==> src/rtl/slink_rx_pkg.sv <==
package slink_rx_pkg;

   // bits needed to encode values 0 .. n-1, never less than one
   function automatic int unsigned enc_width(input int unsigned n);
      return (n <= 2) ? 1 : $clog2(n);
   endfunction

   function automatic int unsigned larger(input int unsigned a, input int unsigned b);
      return (a > b) ? a : b;
   endfunction

endpackage

==> src/rtl/slink_rx_timer.sv <==
// Frame position tracker: sync edge detection, slot index and bit position.
module slink_rx_timer #(
   parameter int unsigned SLOT0_W = 16,
   parameter int unsigned SLOT_W  = 20,
   parameter int unsigned N_SLOTS = 12,
   parameter int unsigned IDX_W   = 4,
   parameter int unsigned POS_W   = 5
)(
   input  logic             clk,
   input  logic             rst,
   input  logic             sync_in,
   output logic             bit_en,
   output logic [IDX_W-1:0] slot_idx,
   output logic [POS_W-1:0] bit_pos,
   output logic             frame_last
);
   localparam logic [IDX_W-1:0] LAST_IDX = IDX_W'(N_SLOTS);
   localparam logic [POS_W-1:0] TAG_END  = POS_W'(SLOT0_W - 1);
   localparam logic [POS_W-1:0] DATA_END = POS_W'(SLOT_W - 1);

   logic             sync_q;
   logic             active_q;
   logic [IDX_W-1:0] idx_q;
   logic [POS_W-1:0] pos_q;
   logic             sync_rise;
   logic             slot_end;
   logic             in_last_slot;

   always_comb begin
      sync_rise    = sync_in & ~sync_q;
      in_last_slot = (idx_q == LAST_IDX);
      slot_end     = (idx_q == '0) ? (pos_q == TAG_END) : (pos_q == DATA_END);
   end

   assign bit_en     = active_q;
   assign slot_idx   = idx_q;
   assign bit_pos    = pos_q;
   assign frame_last = active_q & in_last_slot & slot_end;

   always_ff @(negedge clk) begin
      if (rst) begin
         sync_q   <= sync_in;
         active_q <= 1'b0;
         idx_q    <= '0;
         pos_q    <= '0;
      end else begin
         sync_q <= sync_in;
         if (sync_rise) begin
            active_q <= 1'b1;
            idx_q    <= '0;
            pos_q    <= '0;
         end else if (active_q) begin
            if (slot_end) begin
               pos_q <= '0;
               idx_q <= in_last_slot ? '0 : idx_q + 1'b1;
            end else begin
               pos_q <= pos_q + 1'b1;
            end
         end
      end
   end

endmodule

==> src/rtl/slink_rx_tag.sv <==
// Tag slot capture: ready flag at position 0, slot valid flags after it.
module slink_rx_tag #(
   parameter int unsigned N_SLOTS = 12,
   parameter int unsigned IDX_W   = 4,
   parameter int unsigned POS_W   = 5
)(
   input  logic               clk,
   input  logic               rst,
   input  logic               bit_en,
   input  logic [IDX_W-1:0]   slot_idx,
   input  logic [POS_W-1:0]   bit_pos,
   input  logic               sdata,
   output logic               ready_tag,
   output logic [N_SLOTS-1:0] valid_tag
);
   logic [N_SLOTS:0] tag_q;
   logic             in_tag;

   assign in_tag = bit_en && (slot_idx == '0);

   // positions above N_SLOTS fall through every compare and are dropped
   always_ff @(negedge clk) begin
      if (rst) begin
         tag_q <= '0;
      end else if (in_tag) begin
         for (int p = 0; p <= int'(N_SLOTS); p++) begin
            if (bit_pos == POS_W'(p)) tag_q[p] <= sdata;
         end
      end
   end

   assign ready_tag = tag_q[0];
   assign valid_tag = tag_q[N_SLOTS:1];

endmodule

==> src/rtl/slink_rx_capture.sv <==
// Slot word capture, either one shift register per slot or one shared shifter.
module slink_rx_capture #(
   parameter int unsigned N_SLOTS = 12,
   parameter int unsigned SLOT_W  = 20,
   parameter int unsigned IDX_W   = 4,
   parameter int unsigned POS_W   = 5,
   parameter bit          SHARED  = 1'b0
)(
   input  logic                      clk,
   input  logic                      rst,
   input  logic                      bit_en,
   input  logic [IDX_W-1:0]          slot_idx,
   input  logic [POS_W-1:0]          bit_pos,
   input  logic                      sdata,
   output logic [N_SLOTS*SLOT_W-1:0] words_nxt
);
   localparam logic [POS_W-1:0] WORD_END = POS_W'(SLOT_W - 1);

   generate
      if (SHARED) begin : g_shared
         logic [SLOT_W-2:0] sh_q;
         logic              in_data;
         logic              at_end;

         assign in_data = bit_en && (slot_idx != '0);
         assign at_end  = in_data && (bit_pos == WORD_END);

         always_ff @(negedge clk) begin
            if (rst) sh_q <= '0;
            else if (in_data) sh_q <= (SLOT_W-1)'({sh_q, sdata});
         end

         for (genvar s = 0; s < int'(N_SLOTS); s++) begin : g_slot
            logic [SLOT_W-1:0] stage_q;
            logic              wr;
            assign wr = at_end && (slot_idx == IDX_W'(s + 1));
            always_ff @(negedge clk) begin
               if (rst) stage_q <= '0;
               else if (wr) stage_q <= {sh_q, sdata};
            end
            assign words_nxt[s*SLOT_W +: SLOT_W] = wr ? {sh_q, sdata} : stage_q;
         end
      end else begin : g_per_slot
         logic [POS_W-1:0] unused_pos;
         assign unused_pos = bit_pos;

         for (genvar s = 0; s < int'(N_SLOTS); s++) begin : g_slot
            logic [SLOT_W-1:0] sr_q;
            logic              hit;
            assign hit = bit_en && (slot_idx == IDX_W'(s + 1));
            always_ff @(negedge clk) begin
               if (rst) sr_q <= '0;
               else if (hit) sr_q <= {sr_q[SLOT_W-2:0], sdata};
            end
            assign words_nxt[s*SLOT_W +: SLOT_W] = hit ? {sr_q[SLOT_W-2:0], sdata} : sr_q;
         end
      end
   endgenerate

endmodule

==> src/rtl/slink_rx_deser.sv <==
// Input frame receiver top: timer, tag capture, slot capture, output latch.
module slink_rx_deser
   import slink_rx_pkg::*;
#(
   parameter int unsigned SLOT0_W      = 16,
   parameter int unsigned SLOT_W       = 20,
   parameter int unsigned N_SLOTS      = 12,
   parameter bit          SHARED_SHIFT = 1'b0
)(
   input  logic                      bit_clk,
   input  logic                      rst,
   input  logic                      sync_in,
   input  logic                      sdata_in,
   output logic                      ready_o,
   output logic [N_SLOTS-1:0]        valid_o,
   output logic [N_SLOTS*SLOT_W-1:0] slot_data_o,
   output logic                      frame_done_o
);
   localparam int unsigned IDX_W = enc_width(N_SLOTS + 1);
   localparam int unsigned POS_W = enc_width(larger(SLOT0_W, SLOT_W));

   generate
      if (N_SLOTS < 1) begin : g_chk_slots
         $error("N_SLOTS must be at least 1");
      end
      if (SLOT0_W < N_SLOTS + 1) begin : g_chk_tag
         $error("SLOT0_W too narrow for ready flag plus valid flags");
      end
      if (SLOT_W < 2) begin : g_chk_width
         $error("SLOT_W must be at least 2");
      end
   endgenerate

   logic                      bit_en;
   logic [IDX_W-1:0]          slot_idx;
   logic [POS_W-1:0]          bit_pos;
   logic                      frame_last;
   logic                      ready_tag;
   logic [N_SLOTS-1:0]        valid_tag;
   logic [N_SLOTS*SLOT_W-1:0] words_nxt;

   slink_rx_timer #(
      .SLOT0_W(SLOT0_W), .SLOT_W(SLOT_W), .N_SLOTS(N_SLOTS),
      .IDX_W(IDX_W), .POS_W(POS_W)
   ) u_timer (
      .clk(bit_clk), .rst(rst), .sync_in(sync_in),
      .bit_en(bit_en), .slot_idx(slot_idx), .bit_pos(bit_pos),
      .frame_last(frame_last)
   );

   slink_rx_tag #(
      .N_SLOTS(N_SLOTS), .IDX_W(IDX_W), .POS_W(POS_W)
   ) u_tag (
      .clk(bit_clk), .rst(rst), .bit_en(bit_en), .slot_idx(slot_idx),
      .bit_pos(bit_pos), .sdata(sdata_in),
      .ready_tag(ready_tag), .valid_tag(valid_tag)
   );

   slink_rx_capture #(
      .N_SLOTS(N_SLOTS), .SLOT_W(SLOT_W), .IDX_W(IDX_W), .POS_W(POS_W),
      .SHARED(SHARED_SHIFT)
   ) u_cap (
      .clk(bit_clk), .rst(rst), .bit_en(bit_en), .slot_idx(slot_idx),
      .bit_pos(bit_pos), .sdata(sdata_in), .words_nxt(words_nxt)
   );

   always_ff @(negedge bit_clk) begin
      if (rst) begin
         ready_o      <= 1'b0;
         valid_o      <= '0;
         slot_data_o  <= '0;
         frame_done_o <= 1'b0;
      end else begin
         frame_done_o <= frame_last;
         if (frame_last) begin
            ready_o     <= ready_tag;
            valid_o     <= ready_tag ? valid_tag : '0;
            slot_data_o <= ready_tag ? words_nxt : '0;
         end
      end
   end

endmodule

==> config.mk <==
export PLATFORM = sky130hd
export DESIGN_NAME = slink_rx_deser
export DESIGN_NICKNAME = d
export VERILOG_FILES = /design/src/rtl/slink_rx_pkg.sv /design/src/rtl/slink_rx_timer.sv /design/src/rtl/slink_rx_tag.sv /design/src/rtl/slink_rx_capture.sv /design/src/rtl/slink_rx_deser.sv
export SDC_FILE = /design/constraint.sdc
export NUM_CORES = 1
export LEC_CHECK = 0
export ABC_AREA = 1
export ABC_CLOCK_PERIOD_IN_PS = 3300
export CORE_MARGIN = 10
export CORE_UTILIZATION = 40
export CTS_BUF_LIST = sky130_fd_sc_hd__clkbuf_8
export DETAILED_ROUTE_END_ITERATION = 8
export DONT_BUFFER_PORTS = 1
export SYNTH_ARGS = -nofsm -noshare
export SYNTH_HDL_FRONTEND = slang
export SYNTH_SLANG_ARGS = --single-unit
==> constraint.sdc <==
create_clock -name bit_clk -period 3.3 [get_ports bit_clk]
set_input_delay 0.165 -clock bit_clk [delete_from_list [all_inputs] [get_ports bit_clk]]
set_output_delay 0.165 -clock bit_clk [all_outputs]
set_load 0.01 [all_outputs]
==> results.toml, run 1 <==
[clocking]
ctsResizeCount = 0
clock_latency_ns = 0.65
clock_path_buffers = 3
clkTransAtPathRegs_ns = 0.05
post_cts.repair.setup_buffers = 0
cts_inserted_buffers = 91
cts_tree = "done"
cts-hold-fix-buffers = 0
cts_max_level = 3
clock-sinks = 518
cts-root-buf = "clkbuf_8"

[logic_synthesis]
synth_nets = 2350
synth_top_cell_by_area = "dfxtp_1"
synth-seq-cells = 518
synth.most_common_cell = "nand2_1"
yosysSeqAreaShare_pct = 56.8
synth-warning-count = 0
syn_area_per_cell_um2 = 7.80
synth_commonest_cells = "nand2_1 (539), dfxtp_1 (518), nor2_1 (464)"
synthArstFlopShare_pct = 0
synth.area.top_cells = "dfxtp_1 (57%), nand2_1 (11%), nor2_1 (9.5%)"
synth_ff_type = "dfxtp_1"
syn-instance-count = 2338
synthDistinctLibCells = 24
synth_edf_count = 0
synth_top_area_share_pct = 56.8
synth_area_mm2 = 0.0182

[pwr]
p_leak_nw = 12.5
p_per_area_mw_per_mm2 = 647
ir_drop_mv = 0.387

[layout]
design_area_mm2 = 0.0223
antenna_cells = 0
area_delta_synth_final_pct = 22.3
fillers = 4548
nNetsFinal = 2847
drive_gt1_share_pct = 5.80

[floorplanning]
initial_core_util_pct = 40.3
core-area_mm2 = 0.0453
die_w_um = 234
row_count = 78
dieArea_mm2 = 0.0546
io_pins = 258
die_h_um = 234

[worst_setup_path]
critPathMaxFanout = 2
start_kind = "flip-flop"
crit_required_ns = 3.13
worstSetupPathType = "flip-flop to output pin"
cp-end-kind = "output pin"
cp.arrival_ns = 2.75

[hold_path]
hp-class = "flip-flop to flip-flop"

[grt]
antenna_found_initial = 0
grtUsageTotal_pct = 17.6
overflow = 0
grt_max_degree = 178
grt_pass1_vias = 17300
grt_pass1_wl_um = 79900

[timing]
slew_violations = 0
holdWs_ns = 0.456
worst_pin_slew_ns = 0.871
slew_headroom_pct = 41.9
setup_viol = 0
clock_skew_ns = 0.0237
hold_viol_final = 0
fin_tns_setup_ns = 0
rsz0062_at_grt = "false"

[route]
initialDrtViolationCount = 961
firstDrtPassIters = 5
postRouteAntennaNets = 0
wl_um = 49700
wl_per_cell_um = 14.2
drc = 0
vias = 16800
viasPerCell = 4.82

[placement]
dpl.hpwl_um = 29300
placement.io_buffers = 0
place_area_mm2 = 0.0187
gp_congestion = 0.808

[job]
cap_violations = 0

[outcome]
status = "complete, no violations"
-- registers in the layout, summed over array words and instances, names as in the netlist --
name and flops:
u_cap.g_per_slot.g_slot.sr_q 240, u_timer.bit_pos 5, u_timer.bit_en 1, u_timer.sync_q 1, ready_o 1, u_timer.slot_idx 4
frame_done_o 1, slot_data_o 240, valid_o 12, u_tag.tag_q 13
-- final timing paths --
path | endpoint | slack (ns) | startpoint | cells after the start
worst max-delay path | slot_data_o[216] | 0.38 | slot_data_o[216]$_SDFFE_NP0P_ | 0
worst min-delay path | u_tag.tag_q[7]$_SDFFE_NP0P_ | 0.46 | u_tag.tag_q[7]$_SDFFE_NP0P_ | 2
worst max register to register | slot_data_o[63]$_SDFFE_NP0P_ | 0.88 | u_timer.slot_idx[0]$_SDFFE_NP0P_ | 10
worst min register to register | u_tag.tag_q[7]$_SDFFE_NP0P_ | 0.46 | u_tag.tag_q[7]$_SDFFE_NP0P_ | 2
-- kinds of logic (layout without fill, tap and decap cells) --
logic type	count (synthesis)	in the layout	share of synthesized area, %
simple gates	1293	1293	28.9
compound gates	300	300	8.23
xor+xnor	4	4	0.192
flops	518	518	56.8
fa+ha+maj	8	8	0.549
buf+inv	215	773	5.34
-- layout make-up --
class                   instances  area (um^2)  share of cell area [%]
multi-input cells            1605         6900                    30.9
clock buffers                  95         1310                    5.86
repair buffers                 42          465                    2.09
flip-flops and latches        518        10400                    46.5
clock inverters               577         2300                    10.3
well taps                     600          751                    3.36
inverters                      59          229                    1.03
-- stage by stage --
stage | setup slack, ns | utilization, % | instances | power (mW)
2_1_floorplan | 0.289 | - | 2338 | 7.45
3_3_place_gp | 0.418 | 41.3 | 2825 | 7.49
3_5_place_dp | 0.361 | 41.3 | 2825 | 7.49
4_1_cts | 0.312 | 49.3 | 3496 | 14.8
5_1_grt | 0.294 | 49.3 | 3496 | 15.5
6_report | 0.383 | 49.3 | 3496 | 14.4
-- tightest hold or removal path, stage by stage (launching register included) --
cell and delay (ns):
dfxtp_1 0.30, inv_1 0.05, a21oi_1 0.05
-- layout by cell type (no fill, tap or decap) --
cell	instances
nor2_4	1
nand4_4	1
xor2_1	3
nand3_2	1
nor2_8	1
nor2_2	1
inv_1	598
nand2_1	539
inv_8	1
nand3_1	261
clkinv_1	12
inv_2	3
buf_4	30
xnor2_1	1
clkbuf_8	95
inv_4	1
nor3_1	21
a21oi_1	63
nand4_1	3
nor2_1	464
bufinv_16	4
o21ai_0	237
dfxtp_1	518
ha_1	8
clkinvlp_2	16
buf_12	12
clkinvlp_4	1
-- power by group --
| part | switching [mW] | internal, mW |
|---|---|---|
| clock | 4.18 | 3.80 |
| combinational | 0.109 | 0.0365 |
| sequential | 0.00738 | 6.31 |
-- metal layers --
| metal | wire length (um) | vias to the layer above | global-route usage [%] | part of all wire, % |
|---|---|---|---|---|
| li1 | - | 8530 | - | - |
| met1 | 21300 | 7839 | 19.2 | 43 |
| met2 | 23100 | 403 | 26.3 | 46 |
| met3 | 4550 | 69 | 10.7 | 9.2 |
| met4 | 771 | 0 | 9.39 | 1.5 |
| met5 | 0 | - | 0 | 0 |
Power figures use the tool's default switching activity.
==> run 2: changes to the inputs <==
--- a/config.mk
+++ b/config.mk
@@ -12,6 +12,7 @@
 export CTS_BUF_LIST = sky130_fd_sc_hd__clkbuf_8
 export DETAILED_ROUTE_END_ITERATION = 8
 export DONT_BUFFER_PORTS = 1
+export REMOVE_ABC_BUFFERS = 1
 export SYNTH_ARGS = -nofsm -noshare
 export SYNTH_HDL_FRONTEND = slang
 export SYNTH_SLANG_ARGS = --single-unit
==> results.toml, run 2 (same netlist as run 1, synthesis figures left out) <==
[grt]
overflow = 0
grtUsageTotal_pct = 18.0
antenna_found_initial = 0
grt_pass1_wl_um = 82100
grt_pass1_vias = 17700
grt_max_degree = 255

[floorplanning]
dieArea_mm2 = 0.0546
die_w_um = 234
initial_core_util_pct = 40.3
die_h_um = 234
core-area_mm2 = 0.0453
row_count = 78
io_pins = 258

[clocking]
cts_max_level = 3
cts_inserted_buffers = 92
cts-hold-fix-buffers = 0
clkTransAtPathRegs_ns = 0.04
ctsResizeCount = 0
clock_latency_ns = 0.67
cts-root-buf = "clkbuf_8"
cts_tree = "done"
clock_path_buffers = 3
clock-sinks = 518
post_cts.repair.setup_buffers = 0

[route]
initialDrtViolationCount = 1079
vias = 16900
drc = 0
wl_per_cell_um = 14.2
viasPerCell = 4.84
firstDrtPassIters = 5
postRouteAntennaNets = 0
wl_um = 49700

[pwr]
total_power_mw = 14.9
ir_drop_mv = 0.491
p_per_area_mw_per_mm2 = 668
p_leak_nw = 12.5

[layout]
final_cell_mix = "inv_1 (584), nand2_1 (539), dfxtp_1 (518)"
final_common_cell = "inv_1"
nNetsFinal = 2838
instances_no_fill = 3490
antenna_cells = 0
fillers = 4600
final_util_pct = 49.3
reg.largest.list = "slot_data_o (240), u_cap.g_per_slot.g_slot.sr_q (240), u_tag.tag_q (13)"
area_delta_synth_final_pct = 22.4
drive_gt1_share_pct = 6.16

[timing]
holdWs_ns = 0.443
finalWorstSetupSlack_ns = 0.364
setup_viol = 0
clock_skew_ns = 0.0310
worst_pin_slew_ns = 1.19
slew_violations = 0
slew_headroom_pct = 21.0
rsz0062_at_grt = "false"
hold_viol_final = 0

[hold_path]
hp-class = "flip-flop to flip-flop"

[placement]
dp_cells = 2815
placement.io_buffers = 0
gp_congestion = 0.769
pre_cts_ws_ns = 0.384
dpl.hpwl_um = 28300

[job]
cap_violations = 0

[worst_setup_path]
crit_required_ns = 3.13
cp.arrival_ns = 2.77
worstSetupPathType = "flip-flop to output pin"
cp-end-kind = "output pin"
start_kind = "flip-flop"
critPathMaxFanout = 2

[outcome]
status = "complete, no violations"
==> run 2: cell count changes in the layout (fill, tap and decap cells not counted), sizes merged <==
cell | previous run | this run
buf | 42 | 32
bufinv | 4 | 8
clkbuf | 95 | 97
clkinvlp | 17 | 26
inv | 603 | 592
==> run 2: worst paths after layout <==
path / from / to / slack, ns / cells after the start
worst min register to register: u_tag.tag_q[7]$_SDFFE_NP0P_ / u_tag.tag_q[7]$_SDFFE_NP0P_ / 0.44 / 2
worst max register to register: u_timer.bit_en$_SDFFE_NP0P_ / slot_data_o[128]$_SDFFE_NP0P_ / 0.77 / 7
worst max-delay path: slot_data_o[55]$_SDFFE_NP0P_ / slot_data_o[55] / 0.36 / 0
worst min-delay path: u_tag.tag_q[7]$_SDFFE_NP0P_ / u_tag.tag_q[7]$_SDFFE_NP0P_ / 0.44 / 2
==> run 2: cell type report <==
type,count,area (um^2),area share [%]
Sequential cell,518,10400,46.4
Multi-Input combinational cell,1605,6910,30.9
Clock inverter,579,2430,10.9
Clock buffer,97,1340,5.98
Tap cell,600,751,3.36
Timing Repair Buffer,32,315,1.41
Inverter,59,229,1.03
==> run 2: power breakdown <==
| group | leakage [nW] | internal, mW | total, mW | switching [mW] |
|---|---|---|---|---|
| Combinational | 4.59 | 0.0325 | 0.141 | 0.108 |
| Clock | 3.71 | 4.18 | 8.46 | 4.29 |
| Sequential | 4.17 | 6.31 | 6.32 | 0.00745 |
| Total | 12.5 | 10.5 | 14.9 | 4.40 |
==> run 2: through the flow <==
stage / setup TNS (ns) / instance area [um^2]
after global routing: 0 / 22300
after detailed placement: 0 / 18600
after CTS: 0 / 22300
final: 0 / 22300
after floorplan: -2450.54 / 17500
after global placement: 0 / 18600
==> run 2: layer usage <==
layer | global-route usage, % | part of all wire (%) | up-vias
met5 | 0 | 0 | -
met2 | 27.1 | 47 | 452
met1 | 19.3 | 42 | 7876
met3 | 9.65 | 8.6 | 81
met4 | 12.1 | 2.3 | 0
li1 | - | - | 8484
==> run 2: tightest hold or removal path, cell delays in order (launching register included) <==
cell	delay (ns)
dfxtp_1	0.30
inv_1	0.05
a21oi_1	0.05
==> run 3: changes to the inputs <==
--- a/config.mk
+++ b/config.mk
@@ -12,6 +12,7 @@
 export CTS_BUF_LIST = sky130_fd_sc_hd__clkbuf_8
 export DETAILED_ROUTE_END_ITERATION = 8
 export DONT_BUFFER_PORTS = 1
+export RECOVER_POWER = 100
 export REMOVE_ABC_BUFFERS = 1
 export SYNTH_ARGS = -nofsm -noshare
 export SYNTH_HDL_FRONTEND = slang
==> results.toml, run 3 (same netlist as run 1, synthesis figures left out) <==
[outcome]
status = "complete, no violations"

[layout]
final_cell_mix = "inv_1 (584), nand2_1 (539), dfxtp_1 (518)"
final_common_cell = "inv_1"
drive_gt1_share_pct = 5.88
area_delta_synth_final_pct = 22.1
reg.largest.list = "slot_data_o (240), u_cap.g_per_slot.g_slot.sr_q (240), u_tag.tag_q (13)"
fillers = 4609
antenna_cells = 0
nNetsFinal = 2838

[pwr]
pwr-share-comb_pct = 0.9
p_sw_mw = 4.41
total_power_mw = 14.9
ir_drop_mv = 0.492
p_int_mw = 10.5
switching_share_pct = 29.5
p_per_area_mw_per_mm2 = 670
seqPwrFrac_pct = 42.3
p_leak_nw = 12.5
p_clk_share_pct = 56.8

[grt]
grtUsageTotal_pct = 18.0
grt_max_degree = 255
grt_pass1_wl_um = 82100
grt_pass1_vias = 17700
overflow = 0
antenna_found_initial = 0

[clocking]
cts-hold-fix-buffers = 0
cts_tree = "done"
cts-root-buf = "clkbuf_8"
clock_path_buffers = 3
clkTransAtPathRegs_ns = 0.04
ctsResizeCount = 0
clock-sinks = 518
cts_inserted_buffers = 92
post_cts.repair.setup_buffers = 0
cts_max_level = 3
clock_latency_ns = 0.67

[placement]
dpl.hpwl_um = 28300
gp_congestion = 0.769
placement.io_buffers = 0

[floorplanning]
core-area_mm2 = 0.0453
dieArea_mm2 = 0.0546
initial_core_util_pct = 40.3
die_w_um = 234
row_count = 78
io_pins = 258
die_h_um = 234

[timing]
setup_viol = 0
hold_viol_final = 0
worst_pin_slew_ns = 1.20
holdWs_ns = 0.443
slew_violations = 0
slew_headroom_pct = 20.0
rsz0062_at_grt = "false"
clock_skew_ns = 0.0303

[route]
wl_per_cell_um = 14.3
firstDrtPassIters = 5
initialDrtViolationCount = 1046
wl_um = 49700
drc = 0
postRouteAntennaNets = 0
vias = 16900
viasPerCell = 4.83

[worst_setup_path]
worstSetupPathType = "flip-flop to output pin"
crit_required_ns = 3.13
cp-end-kind = "output pin"
cp.arrival_ns = 2.77
critPathMaxFanout = 2
start_kind = "flip-flop"

[job]
cap_violations = 0

[hold_path]
hp-class = "flip-flop to flip-flop"
[run 3: changes by cell type in the layout (fill, tap and decap cells not counted)]
cell / delta
buf_12: -1
nor2_2: -3
nor2_1: +3
nand4_1: +1
nand4_4: -1
clkbuf_1: +3
clkbuf_4: +1
buf_4: -4
nand3_1: +1
nand3_2: -1
clkbuf_2: +1
[run 3: layout make-up]
| class | count | area (um^2) | share of cell area (%) |
|---|---|---|---|
| clock buffer | 97 | 1340 | 5.99 |
| clock inverter | 579 | 2430 | 10.9 |
| inverter | 59 | 229 | 1.03 |
| multi-input combinational | 1605 | 6880 | 30.9 |
| sequential | 518 | 10400 | 46.5 |
| tap | 600 | 751 | 3.37 |
| timing repair buffer | 32 | 289 | 1.30 |
[run 3: per-stage QoR]
step           instance area, um^2  utilization (%)  setup TNS [ns]  instances  setup slack, ns
3_5_place_dp                 18600             41.0               0       2815            0.384
6_report                     22300             49.2               0       3490            0.362
3_3_place_gp                 18600             41.0               0       2815            0.406
5_1_grt                      22300             49.2               0       3490            0.289
2_1_floorplan                17500                -        -2450.54       2183            -5.32
4_1_cts                      22300             49.3               0       3490            0.303
[run 3: final timing paths]
check | end | slack [ns] | startpoint | depth (start not counted)
hold / removal | u_tag.tag_q[7]$_SDFFE_NP0P_ | 0.44 | u_tag.tag_q[7]$_SDFFE_NP0P_ | 2
setup reg to reg | slot_data_o[152]$_SDFFE_NP0P_ | 0.61 | u_timer.slot_idx[0]$_SDFFE_NP0P_ | 8
hold reg to reg | u_tag.tag_q[7]$_SDFFE_NP0P_ | 0.44 | u_tag.tag_q[7]$_SDFFE_NP0P_ | 2
setup / recovery | slot_data_o[55] | 0.36 | slot_data_o[55]$_SDFFE_NP0P_ | 0
[run 3: metal layers]
metal	GRT usage [%]	routed length, um	vias up	part of all wire [%]
li1	-	-	8488	-
met1	19.3	21000	7857	42
met2	27.1	23400	437	47
met3	9.65	4200	84	8.5
met4	12.1	1210	0	2.4
met5	0	0	-	0
[run 3: power by group through the flow]
stage	sequential, mW	combinational, mW	clock (mW)
detailed placement	6.40	0.141	0.948
CTS	6.32	0.141	8.83
global route	6.30	0.151	9.64
global placement	6.40	0.139	0.948
floorplan	6.40	0.0822	0.948
finish	6.32	0.137	8.47
